File: src/rtl/ctx_pkg.sv
package ctx_pkg;
  parameter int DATA_W = 8;
  localparam int ADDR_W = 2 * DATA_W;
  localparam int STACK_BYTES = 9;
  localparam int SLOT_W = $clog2(STACK_BYTES);
  localparam int BIT_X = 6;
  localparam int BIT_I = 4;

  typedef enum logic [2:0] {
    ST_IDLE, ST_PUSH, ST_PULL, ST_WAIT, ST_VECH, ST_VECL
  } seqState_t;

  // strobes from control to datapath
  typedef struct packed {
    logic              loadSnap;
    logic              pushEn;
    logic              pullEn;
    logic              setMask;
    logic              vecHi;
    logic              vecLo;
    logic              waitRd;
    logic              wake;
    logic [SLOT_W-1:0] slot;
  } ctlStrobe_t;
endpackage

File: src/rtl/ctx_ctrl.sv
module ctx_ctrl
  import ctx_pkg::*;
(
  input  logic       clk,
  input  logic       rstN,
  input  logic       reqTake,
  input  logic       cmdWait,
  input  logic       cmdRti,
  output ctlStrobe_t ctl,
  output logic       busy,
  output logic       done,
  output logic       inWait
);
  localparam logic [SLOT_W-1:0] LAST_SLOT = SLOT_W'(STACK_BYTES - 1);

  seqState_t         state;
  logic [SLOT_W-1:0] cnt;
  logic              waitEntry;
  logic              doneQ;

  always_comb begin
    ctl = '0;
    ctl.slot = cnt;
    unique case (state)
      ST_IDLE: ctl.loadSnap = reqTake | cmdWait | cmdRti;
      ST_PUSH: begin
        ctl.pushEn  = 1'b1;
        ctl.setMask = (cnt == LAST_SLOT) && !waitEntry;
      end
      ST_PULL: ctl.pullEn = 1'b1;
      ST_WAIT: begin
        ctl.waitRd  = 1'b1;
        ctl.wake    = reqTake;
        ctl.setMask = reqTake;
      end
      ST_VECH: ctl.vecHi = 1'b1;
      ST_VECL: ctl.vecLo = 1'b1;
      default: ;
    endcase
  end

  always_ff @(posedge clk or negedge rstN) begin
    if (!rstN) begin
      state     <= ST_IDLE;
      cnt       <= '0;
      waitEntry <= 1'b0;
      doneQ     <= 1'b0;
    end else begin
      doneQ <= 1'b0;
      unique case (state)
        ST_IDLE: begin
          if (reqTake) begin
            state <= ST_PUSH; cnt <= '0; waitEntry <= 1'b0;
          end else if (cmdWait) begin
            state <= ST_PUSH; cnt <= '0; waitEntry <= 1'b1;
          end else if (cmdRti) begin
            state <= ST_PULL; cnt <= LAST_SLOT;
          end
        end
        ST_PUSH: begin
          if (cnt == LAST_SLOT) state <= waitEntry ? ST_WAIT : ST_VECH;
          else cnt <= cnt + 1'b1;
        end
        ST_PULL: begin
          if (cnt == '0) begin
            state <= ST_IDLE; doneQ <= 1'b1;
          end else cnt <= cnt - 1'b1;
        end
        ST_WAIT: if (reqTake) state <= ST_VECH;
        ST_VECH: state <= ST_VECL;
        ST_VECL: begin
          state <= ST_IDLE; doneQ <= 1'b1;
        end
        default: state <= ST_IDLE;
      endcase
    end
  end

  assign busy   = (state != ST_IDLE);
  assign done   = doneQ;
  assign inWait = (state == ST_WAIT);
endmodule

File: src/rtl/ctx_datapath.sv
module ctx_datapath
  import ctx_pkg::*;
(
  input  logic              clk,
  input  logic              rstN,
  input  ctlStrobe_t        ctl,
  input  logic              reqNmi,
  input  logic              reqTrap,
  input  logic [ADDR_W-1:0] trapPc,
  input  logic [ADDR_W-1:0] vecAddr,
  input  logic [ADDR_W-1:0] pcIn,
  input  logic [ADDR_W-1:0] ixIn,
  input  logic [ADDR_W-1:0] iyIn,
  input  logic [DATA_W-1:0] accAIn,
  input  logic [DATA_W-1:0] accBIn,
  input  logic [DATA_W-1:0] ccrIn,
  input  logic [ADDR_W-1:0] spIn,
  input  logic [DATA_W-1:0] memRdata,
  output logic [ADDR_W-1:0] memAddr,
  output logic              memWe,
  output logic              memRe,
  output logic [DATA_W-1:0] memWdata,
  output logic [ADDR_W-1:0] pcOut,
  output logic [ADDR_W-1:0] ixOut,
  output logic [ADDR_W-1:0] iyOut,
  output logic [DATA_W-1:0] accAOut,
  output logic [DATA_W-1:0] accBOut,
  output logic [DATA_W-1:0] ccrOut,
  output logic [ADDR_W-1:0] spOut
);
  logic [ADDR_W-1:0] pcR, ixR, iyR, spR, vecR;
  logic [DATA_W-1:0] aR, bR, ccrR;
  logic              nmiR, maskX;

  // byte leaving for stack slot k (slot 0 lands at the top address)
  always_comb begin
    unique case (ctl.slot)
      4'd0:    memWdata = pcR[0 +: DATA_W];
      4'd1:    memWdata = pcR[DATA_W +: DATA_W];
      4'd2:    memWdata = iyR[0 +: DATA_W];
      4'd3:    memWdata = iyR[DATA_W +: DATA_W];
      4'd4:    memWdata = ixR[0 +: DATA_W];
      4'd5:    memWdata = ixR[DATA_W +: DATA_W];
      4'd6:    memWdata = aR;
      4'd7:    memWdata = bR;
      default: memWdata = ccrR;
    endcase
  end

  always_comb begin
    if (ctl.pushEn)                    memAddr = spR;
    else if (ctl.pullEn || ctl.waitRd) memAddr = spR + ADDR_W'(1);
    else if (ctl.vecHi)                memAddr = vecR;
    else if (ctl.vecLo)                memAddr = vecR + ADDR_W'(1);
    else                               memAddr = '0;
  end

  assign memWe = ctl.pushEn;
  assign memRe = ctl.pullEn | ctl.waitRd | ctl.vecHi | ctl.vecLo;
  assign maskX = ctl.wake ? reqNmi : nmiR;

  always_ff @(posedge clk or negedge rstN) begin
    if (!rstN) begin
      pcR <= '0; ixR <= '0; iyR <= '0; spR <= '0; vecR <= '0;
      aR <= '0; bR <= '0; ccrR <= '0; nmiR <= 1'b0;
    end else begin
      if (ctl.loadSnap) begin
        pcR  <= reqTrap ? trapPc : pcIn;
        ixR  <= ixIn;
        iyR  <= iyIn;
        aR   <= accAIn;
        bR   <= accBIn;
        ccrR <= ccrIn;
        spR  <= spIn;
      end
      if (ctl.loadSnap || ctl.wake) begin
        vecR <= vecAddr;
        nmiR <= reqNmi;
      end
      if (ctl.pushEn) spR <= spR - ADDR_W'(1);
      if (ctl.setMask) begin
        ccrR[BIT_I] <= 1'b1;
        if (maskX) ccrR[BIT_X] <= 1'b1;
      end
      if (ctl.pullEn) begin
        spR <= spR + ADDR_W'(1);
        unique case (ctl.slot)
          4'd0:    pcR[0 +: DATA_W]      <= memRdata;
          4'd1:    pcR[DATA_W +: DATA_W] <= memRdata;
          4'd2:    iyR[0 +: DATA_W]      <= memRdata;
          4'd3:    iyR[DATA_W +: DATA_W] <= memRdata;
          4'd4:    ixR[0 +: DATA_W]      <= memRdata;
          4'd5:    ixR[DATA_W +: DATA_W] <= memRdata;
          4'd6:    aR                    <= memRdata;
          4'd7:    bR                    <= memRdata;
          default: ccrR                  <= memRdata;
        endcase
      end
      if (ctl.vecHi) pcR[DATA_W +: DATA_W] <= memRdata;
      if (ctl.vecLo) pcR[0 +: DATA_W]      <= memRdata;
    end
  end

  assign pcOut   = pcR;
  assign ixOut   = ixR;
  assign iyOut   = iyR;
  assign accAOut = aR;
  assign accBOut = bR;
  assign ccrOut  = ccrR;
  assign spOut   = spR;
endmodule

File: src/rtl/ctx_sequencer.sv
module ctx_sequencer
  import ctx_pkg::*;
(
  input  logic              clk,
  input  logic              rstN,
  input  logic              reqTake,
  input  logic              reqNmi,
  input  logic              reqTrap,
  input  logic [ADDR_W-1:0] trapPc,
  input  logic [ADDR_W-1:0] vecAddr,
  input  logic              cmdWait,
  input  logic              cmdRti,
  input  logic [ADDR_W-1:0] pcIn,
  input  logic [ADDR_W-1:0] ixIn,
  input  logic [ADDR_W-1:0] iyIn,
  input  logic [DATA_W-1:0] accAIn,
  input  logic [DATA_W-1:0] accBIn,
  input  logic [DATA_W-1:0] ccrIn,
  input  logic [ADDR_W-1:0] spIn,
  output logic [ADDR_W-1:0] memAddr,
  output logic              memWe,
  output logic              memRe,
  output logic [DATA_W-1:0] memWdata,
  input  logic [DATA_W-1:0] memRdata,
  output logic [ADDR_W-1:0] pcOut,
  output logic [ADDR_W-1:0] ixOut,
  output logic [ADDR_W-1:0] iyOut,
  output logic [DATA_W-1:0] accAOut,
  output logic [DATA_W-1:0] accBOut,
  output logic [DATA_W-1:0] ccrOut,
  output logic [ADDR_W-1:0] spOut,
  output logic              busy,
  output logic              done,
  output logic              inWait
);
  ctlStrobe_t ctl;

  ctx_ctrl u_ctrl (
    .clk(clk), .rstN(rstN), .reqTake(reqTake), .cmdWait(cmdWait),
    .cmdRti(cmdRti), .ctl(ctl), .busy(busy), .done(done), .inWait(inWait)
  );

  ctx_datapath u_dp (
    .clk(clk), .rstN(rstN), .ctl(ctl), .reqNmi(reqNmi), .reqTrap(reqTrap),
    .trapPc(trapPc), .vecAddr(vecAddr), .pcIn(pcIn), .ixIn(ixIn),
    .iyIn(iyIn), .accAIn(accAIn), .accBIn(accBIn), .ccrIn(ccrIn),
    .spIn(spIn), .memRdata(memRdata), .memAddr(memAddr), .memWe(memWe),
    .memRe(memRe), .memWdata(memWdata), .pcOut(pcOut), .ixOut(ixOut),
    .iyOut(iyOut), .accAOut(accAOut), .accBOut(accBOut), .ccrOut(ccrOut),
    .spOut(spOut)
  );
endmodule

File: config.mk
export PLATFORM = sky130hd
export DESIGN_NAME = ctx_sequencer
export DESIGN_NICKNAME = d
export VERILOG_FILES = /design/src/rtl/ctx_pkg.sv /design/src/rtl/ctx_ctrl.sv /design/src/rtl/ctx_datapath.sv /design/src/rtl/ctx_sequencer.sv
export SDC_FILE = /design/constraint.sdc
export NUM_CORES = 1
export LEC_CHECK = 0
export BUFFER_PORTS_ARGS = -buffer_cell sky130_fd_sc_hd__clkbuf_2
export CAP_MARGIN = 5
export CELL_PAD_IN_SITES_DETAIL_PLACEMENT = 1
export CELL_PAD_IN_SITES_GLOBAL_PLACEMENT = 1
export CORE_MARGIN = 5
export CORE_UTILIZATION = 40
export DETAILED_ROUTE_END_ITERATION = 8
export PLACE_DENSITY = 0.88
export SLEW_MARGIN = 20
export SYNTH_ARGS = -nofsm -noshare
export SYNTH_HDL_FRONTEND = slang
export SYNTH_SLANG_ARGS = --single-unit
File: constraint.sdc
create_clock -name clk -period 4.8 [get_ports clk]
set_input_delay 0.48 -clock clk [delete_from_list [all_inputs] [get_ports clk]]
set_output_delay 0.48 -clock clk [all_outputs]
set_load 0.005 [all_outputs]
* Word level (Yosys, flattened, before mapping)
Index checks and enable logic that the tools add are counted.
Storage, ports and cells: register bits after elaboration 114, input port bits 135
Operators by class: add/sub/neg operators 5, equality and inequality tests 19, muxes and demuxes 61, bitwise operators 5, reductions and logical operators 14
Operators by type and width (count):
- 16-bit 2-to-1 mux | 14
- 8-bit 2-to-1 mux | 17
- 8-bit case mux with 8 select lines | 1
- 16-bit by 1-bit adder with 16-bit output, second input constant | 2
- 3-bit 2-to-1 mux | 7
- 4-bit 2-to-1 mux | 5
- 4-bit by 3-bit == test with 1-bit output, second input constant | 4
- 16-bit by 1-bit subtractor with 16-bit output, second input constant | 1
- 3-bit case mux with 5 select lines | 1
- 1-bit 2-to-1 mux | 12
- 4-bit case mux with 3 select lines | 1
- 3-bit nonzero test | 3
- 4-bit by 2-bit == test with 1-bit output, second input constant | 2
- 4-bit AND reduction | 2
- 8-bit OR reduction | 1
- 3-bit by 2-bit == test with 1-bit output, second input constant | 2
- 3-bit == test, second input constant | 2
- 2-bit inequality test, second input constant | 3
- 1-bit OR | 5
- 4-bit by 1-bit adder with 4-bit output, second input constant | 1
- 4-bit by 1-bit == test with 1-bit output, second input constant | 1
- 4-bit == test, second input constant | 1
- 4-bit logical NOT | 1
- 2-bit by 1-bit inequality test with 1-bit output, second input constant | 2
- other kinds (11) | 13

* Logic depth before layout (Yosys ltp)
Gate-level depths: netlist of run 1.
depth in word-level cells 8, depth in mapped cells 9, mapped depth without buffers 7

* By module
Synthesis of run 1 repeated with hierarchy kept, for this count alone.
Unflattened totals: cell total of the unflattened synthesis 878, area total of the unflattened synthesis 7682.4 um^2
Modules (own cells, without submodules):
- ctx_datapath | instances 1, cells an instance 799, area an instance 6977.9 um^2
- ctx_ctrl | instances 1, cells an instance 79, area an instance 704.4 um^2

* Worst setup path before layout of run 1
No wires, ideal clock.
path type flip-flop to output port, from reg u_dp.spR[1] (netlist: u_dp.spOut[1]), to out memAddr[14], arrival 1.787 ns, slack 2.533 ns, cell stages (with the launch flop) 7, buffers on the path 0, path through dfrtp_1 ha_1 nand4_1 or4_1 xnor2_1 a22oi_1 o21ai_0
Between the ends: cells in the longest elaborated chain, start to end 3
RTL lines:
- from (decl) | line ctx_datapath.sv:31 | logic [ADDR_W-1:0] pcR, ixR, iyR, spR, vecR;
- from (signal assigned) | line ctx_datapath.sv:74 | spR <= spIn;
- from (signal assigned) | line ctx_datapath.sv:80 | if (ctl.pushEn) spR <= spR - ADDR_W'(1);
- from (signal assigned) | line ctx_datapath.sv:86 | spR <= spR + ADDR_W'(1);
- 16-bit by 1-bit adder with 16-bit output | line ctx_datapath.sv:52 | else if (ctl.pullEn || ctl.waitRd) memAddr = spR + ADDR_W'(1);
- 16-bit 2-to-1 mux | line ctx_datapath.sv:52
- 16-bit 2-to-1 mux | line ctx_datapath.sv:51 | if (ctl.pushEn) memAddr = spR;
- to (decl) | line ctx_sequencer.sv:20 | output logic [ADDR_W-1:0] memAddr,
No other way between the ends.

* Worst setup path after layout of run 1
from reg u_ctrl.cnt[0], to out memWdata[4]
Between the ends: cells in the longest elaborated chain, start to end 2, elaborated cells on any way between the ends 9
RTL lines:
- from (decl) | line ctx_ctrl.sv:17 | logic [SLOT_W-1:0] cnt;
- from (signal assigned) | line ctx_ctrl.sv:62 | else cnt <= cnt + 1'b1;
- from (signal assigned) | line ctx_ctrl.sv:67 | end else cnt <= cnt - 1'b1;
- 4-bit by 3-bit == test with 1-bit output, or another cell as far along | line ctx_datapath.sv:37 | unique case (ctl.slot)
- 8-bit case mux with 8 select lines (*) | line ctx_datapath.sv:37
- to (decl) | line ctx_sequencer.sv:23 | output logic [DATA_W-1:0] memWdata,
Every way passes the cells marked *; elsewhere a longest branch is shown, timed or not.

==> results of run 1 <==
==> per-stage QoR <==
step	util (%)	area, um^2	hold slack (ps)	total power, uW	setup WS [ps]
after global routing	50.2	9390	146	7810	1020
after detailed placement	46.9	8780	545	5960	1630
after CTS	50.2	9390	277	7330	1270
after floorplan	-	7570	184	4440	2530
after global placement	46.9	8780	512	5790	1730
final	50.2	9390	73.3	7360	1230
==> metal layers <==
layer | vias up | part of all wire [%]
li1 | 3556 | -
met1 | 3950 | 39
met2 | 426 | 49
met3 | 78 | 8.0
met4 | 0 | 3.7
met5 | - | 0
==> power by group through the flow <==
stage / Combinational (uW) / Clock [uW] / Sequential [uW]
finish: 3750 / 1330 / 2280
global route: 4070 / 1390 / 2350
CTS: 3740 / 1340 / 2250
detailed placement: 3700 / 0 / 2260
global placement: 3560 / 0 / 2230
floorplan: 2570 / 0 / 1870
==> cell type report <==
type / instances / area (um^2) / area share (%)
antenna: 1 / 2.50 / 0.0266
clock buffer: 17 / 425 / 4.53
clock inverter: 15 / 184 / 1.96
inverter: 12 / 45.0 / 0.480
multi-input combinational: 666 / 4300 / 45.8
sequential: 114 / 2850 / 30.4
tap: 234 / 293 / 3.12
timing repair buffer: 255 / 1290 / 13.8
==> cells in the mapped netlist, types with 9 or more instances <==
cell	number	area, um^2
a21oi_1	84	420
a22oi_1	24	180
buf_2	23	115
clkbuf_1	42	158
dfrtp_1	114	2850
inv_1	11	41.3
mux2_2	25	282
mux2i_1	74	741
nand2_1	96	360
nand3_1	15	75.1
nand4_1	9	56.3
nor2_1	85	319
nor3_1	17	85.1
o21ai_0	72	360
o22ai_1	13	81.3
xnor2_1	16	140
xor2_1	17	149
==> cells by family after synthesis <==
group	Yosys count	synth area share, %
DFF	114	37.7
and+or+nand+nor	266	16.5
xor gates and xnor gates	33	3.82
AOI/OAI and AO/OA	260	21.6
buffers and inverters	93	5.63
adders and majority gates	8	1.32
muxes	99	13.5
==> worst paths after layout <==
path | startpoint | endpoint | slack [ps] | cells past startpoint
hold reg to reg | u_dp.nmiR | u_dp.nmiR | 550 | 1
min in group clk | vecAddr[10] | u_dp.vecR[10] | 280 | 2
hold / removal | rstN | u_dp.accAOut[1] | 70 | 1
max in group asynchronous | rstN | u_dp.accAOut[7] | 3650 | 2
setup reg to reg | u_ctrl.state[2] | u_dp.pcOut[6] | 1520 | 6
setup / recovery | u_ctrl.cnt[0] | memWdata[4] | 1230 | 7
==> sequential cells by signal, summed over array words and instances, names as in the netlist <==
signal,cells
u_dp.iyOut,16
u_dp.vecR,16
u_ctrl.done,1
u_dp.accBOut,8
u_ctrl.state,3
u_dp.nmiR,1
u_dp.spOut,16
u_dp.pcOut,16
u_dp.ixOut,16
u_dp.ccrOut,8
u_ctrl.cnt,4
u_dp.accAOut,8
u_ctrl.waitEntry,1
==> key figures, run 1 <==
CTS
  • Root buffer cell: clkbuf_16
  • CTS tree: done
  • Post-CTS Resized: 0
  • Clock Sinks: 114
  • CTS max path bufs: 2
  • CTS buffer count: 17
  • Reg clk slew, reported paths: 70 ps
  • Clock latency on the worst-skew pair: 430 ps
  • Post-CTS setup buffer count: 0
  • Hold Buf Count CTS: 0
  • H-tree Lvls: 4

Floorplan
  • Die Height: 148 um
  • Starting Density: 40.5%
  • Core Region: 0.0187 mm^2
  • Die area: 0.0218 mm^2
  • Row count: 50
  • Die width: 148 um
  • Num ports: 252

Pwr
  • Comb pwr share: 51.0%
  • Internal: 3930 uW
  • Sequential group share of total power: 30.9%
  • Worst vdd ir: 0.280 mV
  • Pleak: 0.00422 uW
  • Clk pwr share: 18.1%
  • Power Density: 784 mW/mm^2
  • Sw Pwr: 3430 uW
  • Net Sw Frac: 46.6%

Route
  • Number of remaining DRC errors: 0
  • Wire length per cell: 23.7 um
  • Initial DRC count: 613
  • Initial DRT Pass Iterations: 5
  • Routed Antenna Nets: 0
  • Vias/cell: 6.10
  • Post-Route WL: 31100 um
  • Vias: 8010

Synth
  • Synth Flop Type: dfrtp_1
  • Syn avg cell area: 8.68 um^2
  • Mapped Area: 0.00757 mm^2
  • Count of flip-flops with a built-in enable after synthesis: 0
  • Sequential element share of the synthesized area: 37.7%
  • Gate Count Post-Synth: 873
  • #FFs+latches synth: 114
  • Syn nets: 1016
  • Synth unique cells: 66
  • Ys async rst share: 100%
  • Synth warnings: 0

STA
  • Unrepaired setup endpoints after global routing: false
  • Fmax: 280 MHz
  • Final number of hold-violating endpoints: 0
  • Endpoints failing setup: 0
  • Worst Skew: 10.2 ps
  • Final Max Slew Viols: 0
  • Fin Setup TNS: 0 ps
  • Least-Margin Pin Slew: 1120 ps
  • Relative slew slack: 25.2%
  • Crit path time final: 3570 ps
  • Period utilization: 74.4%

Global route
  • GR Layer Usage met1: 34.3%
  • First-pass GRT wire length: 48000 um
  • Vias in the first global route: 8252
  • Total congestion overflow: 0
  • Total Routing Usage GR: 28.0%
  • Met2 Track Usage GR: 48.2%
  • Initial antenna violation count: 1
  • Global route hottest layer: met2
  • Met3 Use GR: 6.32%
  • Largest net degree at the start of global routing: 77

Cells and area
  • Proportion of layout cells with a drive suffix above 1: 30.9%
  • Fin nets: 1209
  • Final Instance Count excl. Fillers: 1314
  • Most frequent cells in the layout: clkbuf_2 (250), dfrtp_1 (114), nand2_1 (96)
  • Commonest non-fill, non-tap cell in the layout: clkbuf_2
  • # fillers: 2281
  • Layout area overhead: 24.0%

Placed design
  • Input/output buffers: 251
  • Hpwl dp: 22900 um
  • Dpl cells: 1281
  • GP Congestion: 0.927

Setup path
  • CP startpoint kind: register
  • CP max stage cell: a221oi_1
  • Top Family by Delay on Critical Path: compound AO/OA/AOI/OAI gates
  • Worst-path cell chain: inv_1, ha_1, a221oi_1, a21oi_1, a211oi_1, o21ai_0, clkbuf_2
  • Worst path arrival time: 3090 ps
  • CP max stage delay: 680 ps
  • Worst Path Max Fanout: 17
  • CP Data Required Time: 4320 ps
  • Critical path class: reg -> out
  • Crit. End Element: output port
  • CP bufs+invs: 2

Run
  • Number of max-cap violations: 0

Hold path
  • Worst hold path class: in -> async

Status
  • Status: complete, no violations
No activity file was read; power rests on OpenSTA's default activity.
==> run 2, diff against run 1 <==
--- a/config.mk
+++ b/config.mk
@@ -10,9 +10,9 @@
 export CELL_PAD_IN_SITES_DETAIL_PLACEMENT = 1
 export CELL_PAD_IN_SITES_GLOBAL_PLACEMENT = 1
 export CORE_MARGIN = 5
-export CORE_UTILIZATION = 40
+export CORE_UTILIZATION = 38
 export DETAILED_ROUTE_END_ITERATION = 8
-export PLACE_DENSITY = 0.88
+export PLACE_DENSITY = 0.84
 export SLEW_MARGIN = 20
 export SYNTH_ARGS = -nofsm -noshare
 export SYNTH_HDL_FRONTEND = slang
==> constraint.sdc (replaced) <==
create_clock -name clk -period 3.55 [get_ports clk]
set_input_delay 0.355 -clock clk [delete_from_list [all_inputs] [get_ports clk]]
set_output_delay 0.355 -clock clk [all_outputs]
set_load 0.005 [all_outputs]
==> run 2 against run 1 <==
Net effect:
- clock skew fell by 0.70 ps
- cell area grew 1.3%
- non-clock buffer count up 12
- die area grew 4.9%
- critical path depth unchanged
- highest routed layer unchanged
==> key figures, run 2 (same netlist as run 1, synthesis figures left out) <==
Placed design
  • Input/output buffers: 251
  • GP Congestion: 0.921
  • DP Area: 0.00893 mm^2
  • Hpwl dp: 24200 um
  • Dpl cells: 1324

STA
  • Period utilization: 92.4%
  • Final Max Slew Viols: 0
  • Hold Slack: 39.3 ps
  • Least-Margin Pin Slew: 906 ps
  • Worst Skew: 9.48 ps
  • Endpoints failing setup: 0
  • Crit path time final: 3280 ps
  • Unrepaired setup endpoints after global routing: false
  • Final number of hold-violating endpoints: 0
  • Relative slew slack: 39.6%
  • Fin Setup TNS: 0 ps
  • Fmax: 305 MHz

CTS
  • Clock Sinks: 114
  • CTS tree: done
  • CTS buffer count: 17
  • Root buffer cell: clkbuf_16
  • Post-CTS setup buffer count: 0
  • Hold Buf Count CTS: 0
  • CTS max path bufs: 2
  • Post-CTS Resized: 0
  • H-tree Lvls: 4
  • Clock latency on the worst-skew pair: 430 ps
  • Reg clk slew, reported paths: 60 ps

Cells and area
  • Post-route cell area: 0.00951 mm^2
  • Layout area overhead: 25.6%
  • Final Instance Count excl. Fillers: 1356
  • Fin nets: 1221
  • # fillers: 2397
  • Proportion of layout cells with a drive suffix above 1: 31.6%
  • N_diodes: 0
  • Commonest non-fill, non-tap cell in the layout: clkbuf_2
  • Most frequent cells in the layout: clkbuf_2 (250), dfrtp_1 (114), nand2_1 (96)

Setup path
  • CP startpoint kind: register
  • CP Data Required Time: 3190 ps
  • CP max stage cell: a221oi_1
  • Worst path arrival time: 2920 ps
  • FF-to-FF setup slack: 760 ps
  • Crit. End Element: output port
  • Top Family by Delay on Critical Path: compound AO/OA/AOI/OAI gates
  • Critical path class: reg -> out
  • CP bufs+invs: 2
  • Worst-path cell chain: inv_1, ha_1, a221oi_1, a21oi_1, a211oi_1, o21ai_0, clkbuf_2
  • CP max stage delay: 580 ps
  • Worst Path Max Fanout: 17

Floorplan
  • Num ports: 252
  • Die Height: 151 um
  • Core Region: 0.0195 mm^2
  • Row count: 51
  • Die area: 0.0229 mm^2
  • Starting Density: 38.8%
  • Die width: 151 um

Route
  • Vias: 8028
  • Number of remaining DRC errors: 0
  • Initial DRC count: 555
  • Initial DRT Pass Iterations: 5
  • Post-Route WL: 32200 um
  • Wire length per cell: 23.8 um
  • Routed Antenna Nets: 0
  • Vias/cell: 5.92

Status
  • Status: complete, no violations

Pwr
  • Sw Pwr: 4720 uW
  • Sequential group share of total power: 30.3%
  • Tot Pwr: 10000 uW
  • Worst vdd ir: 0.507 mV
  • Power Density: 1050 mW/mm^2
  • Net Sw Frac: 47.1%
  • Comb pwr share: 52.6%
  • Clk pwr share: 17.1%
  • Internal: 5310 uW
  • Pleak: 0.00427 uW

Global route
  • Total Routing Usage GR: 27.6%
  • Vias in the first global route: 8451
  • Initial antenna violation count: 0
  • Total congestion overflow: 0
  • Largest net degree at the start of global routing: 90
  • First-pass GRT wire length: 48500 um

Run
  • Number of max-cap violations: 0

Hold path
  • Worst hold path class: in -> async
-- run 2: layout make-up --
type | count | area, um^2 | share of cell area (%)
well taps | 265 | 332 | 3.49
inverters | 12 | 45.0 | 0.473
multi-input cells | 666 | 4300 | 45.2
clock buffers | 17 | 425 | 4.47
repair buffers | 267 | 1400 | 14.8
clock inverters | 15 | 158 | 1.66
flip-flops and latches | 114 | 2850 | 30.0
-- run 2: path summary, 6_finish.rpt --
| check | start | endpoint | cells past startpoint |
|---|---|---|---|
| min in group clk | vecAddr[12] | u_dp.vecR[12] | 2 |
| worst min-delay path | rstN | u_dp.accBOut[6] | 1 |
| worst max register to register | u_ctrl.cnt[0] | u_dp.pcOut[7] | 6 |
| worst max-delay path | u_ctrl.cnt[0] | memWdata[4] | 7 |
| worst min register to register | u_dp.nmiR | u_dp.nmiR | 1 |
| max in group asynchronous | rstN | u_ctrl.cnt[1] | 2 |
-- run 2: routing by layer --
| layer | global-route usage (%) | routed length, um | up-vias |
|---|---|---|---|
| li1 | - | - | 3569 |
| met1 | 33.7 | 12600 | 3921 |
| met2 | 45.9 | 15500 | 437 |
| met3 | 6.76 | 2630 | 101 |
| met4 | 12.6 | 1420 | 0 |
| met5 | 0 | 0 | - |
-- run 2: power by group through the flow --
stage | Combinational [uW] | Sequential, uW | Clock [uW]
floorplan | 3480 | 2530 | 0
global placement | 5040 | 2960 | 0
detailed placement | 5210 | 3020 | 0
CTS | 5270 | 3010 | 1740
global route | 5740 | 3120 | 1780
finish | 5270 | 3040 | 1720
-- run 2: stage by stage --
step / util, % / setup WS [ps]
after floorplan: - / 1410
after global placement: 45.7 / 966
after detailed placement: 45.7 / 775
after CTS: 48.7 / 348
after global routing: 48.7 / 200
final: 48.7 / 271
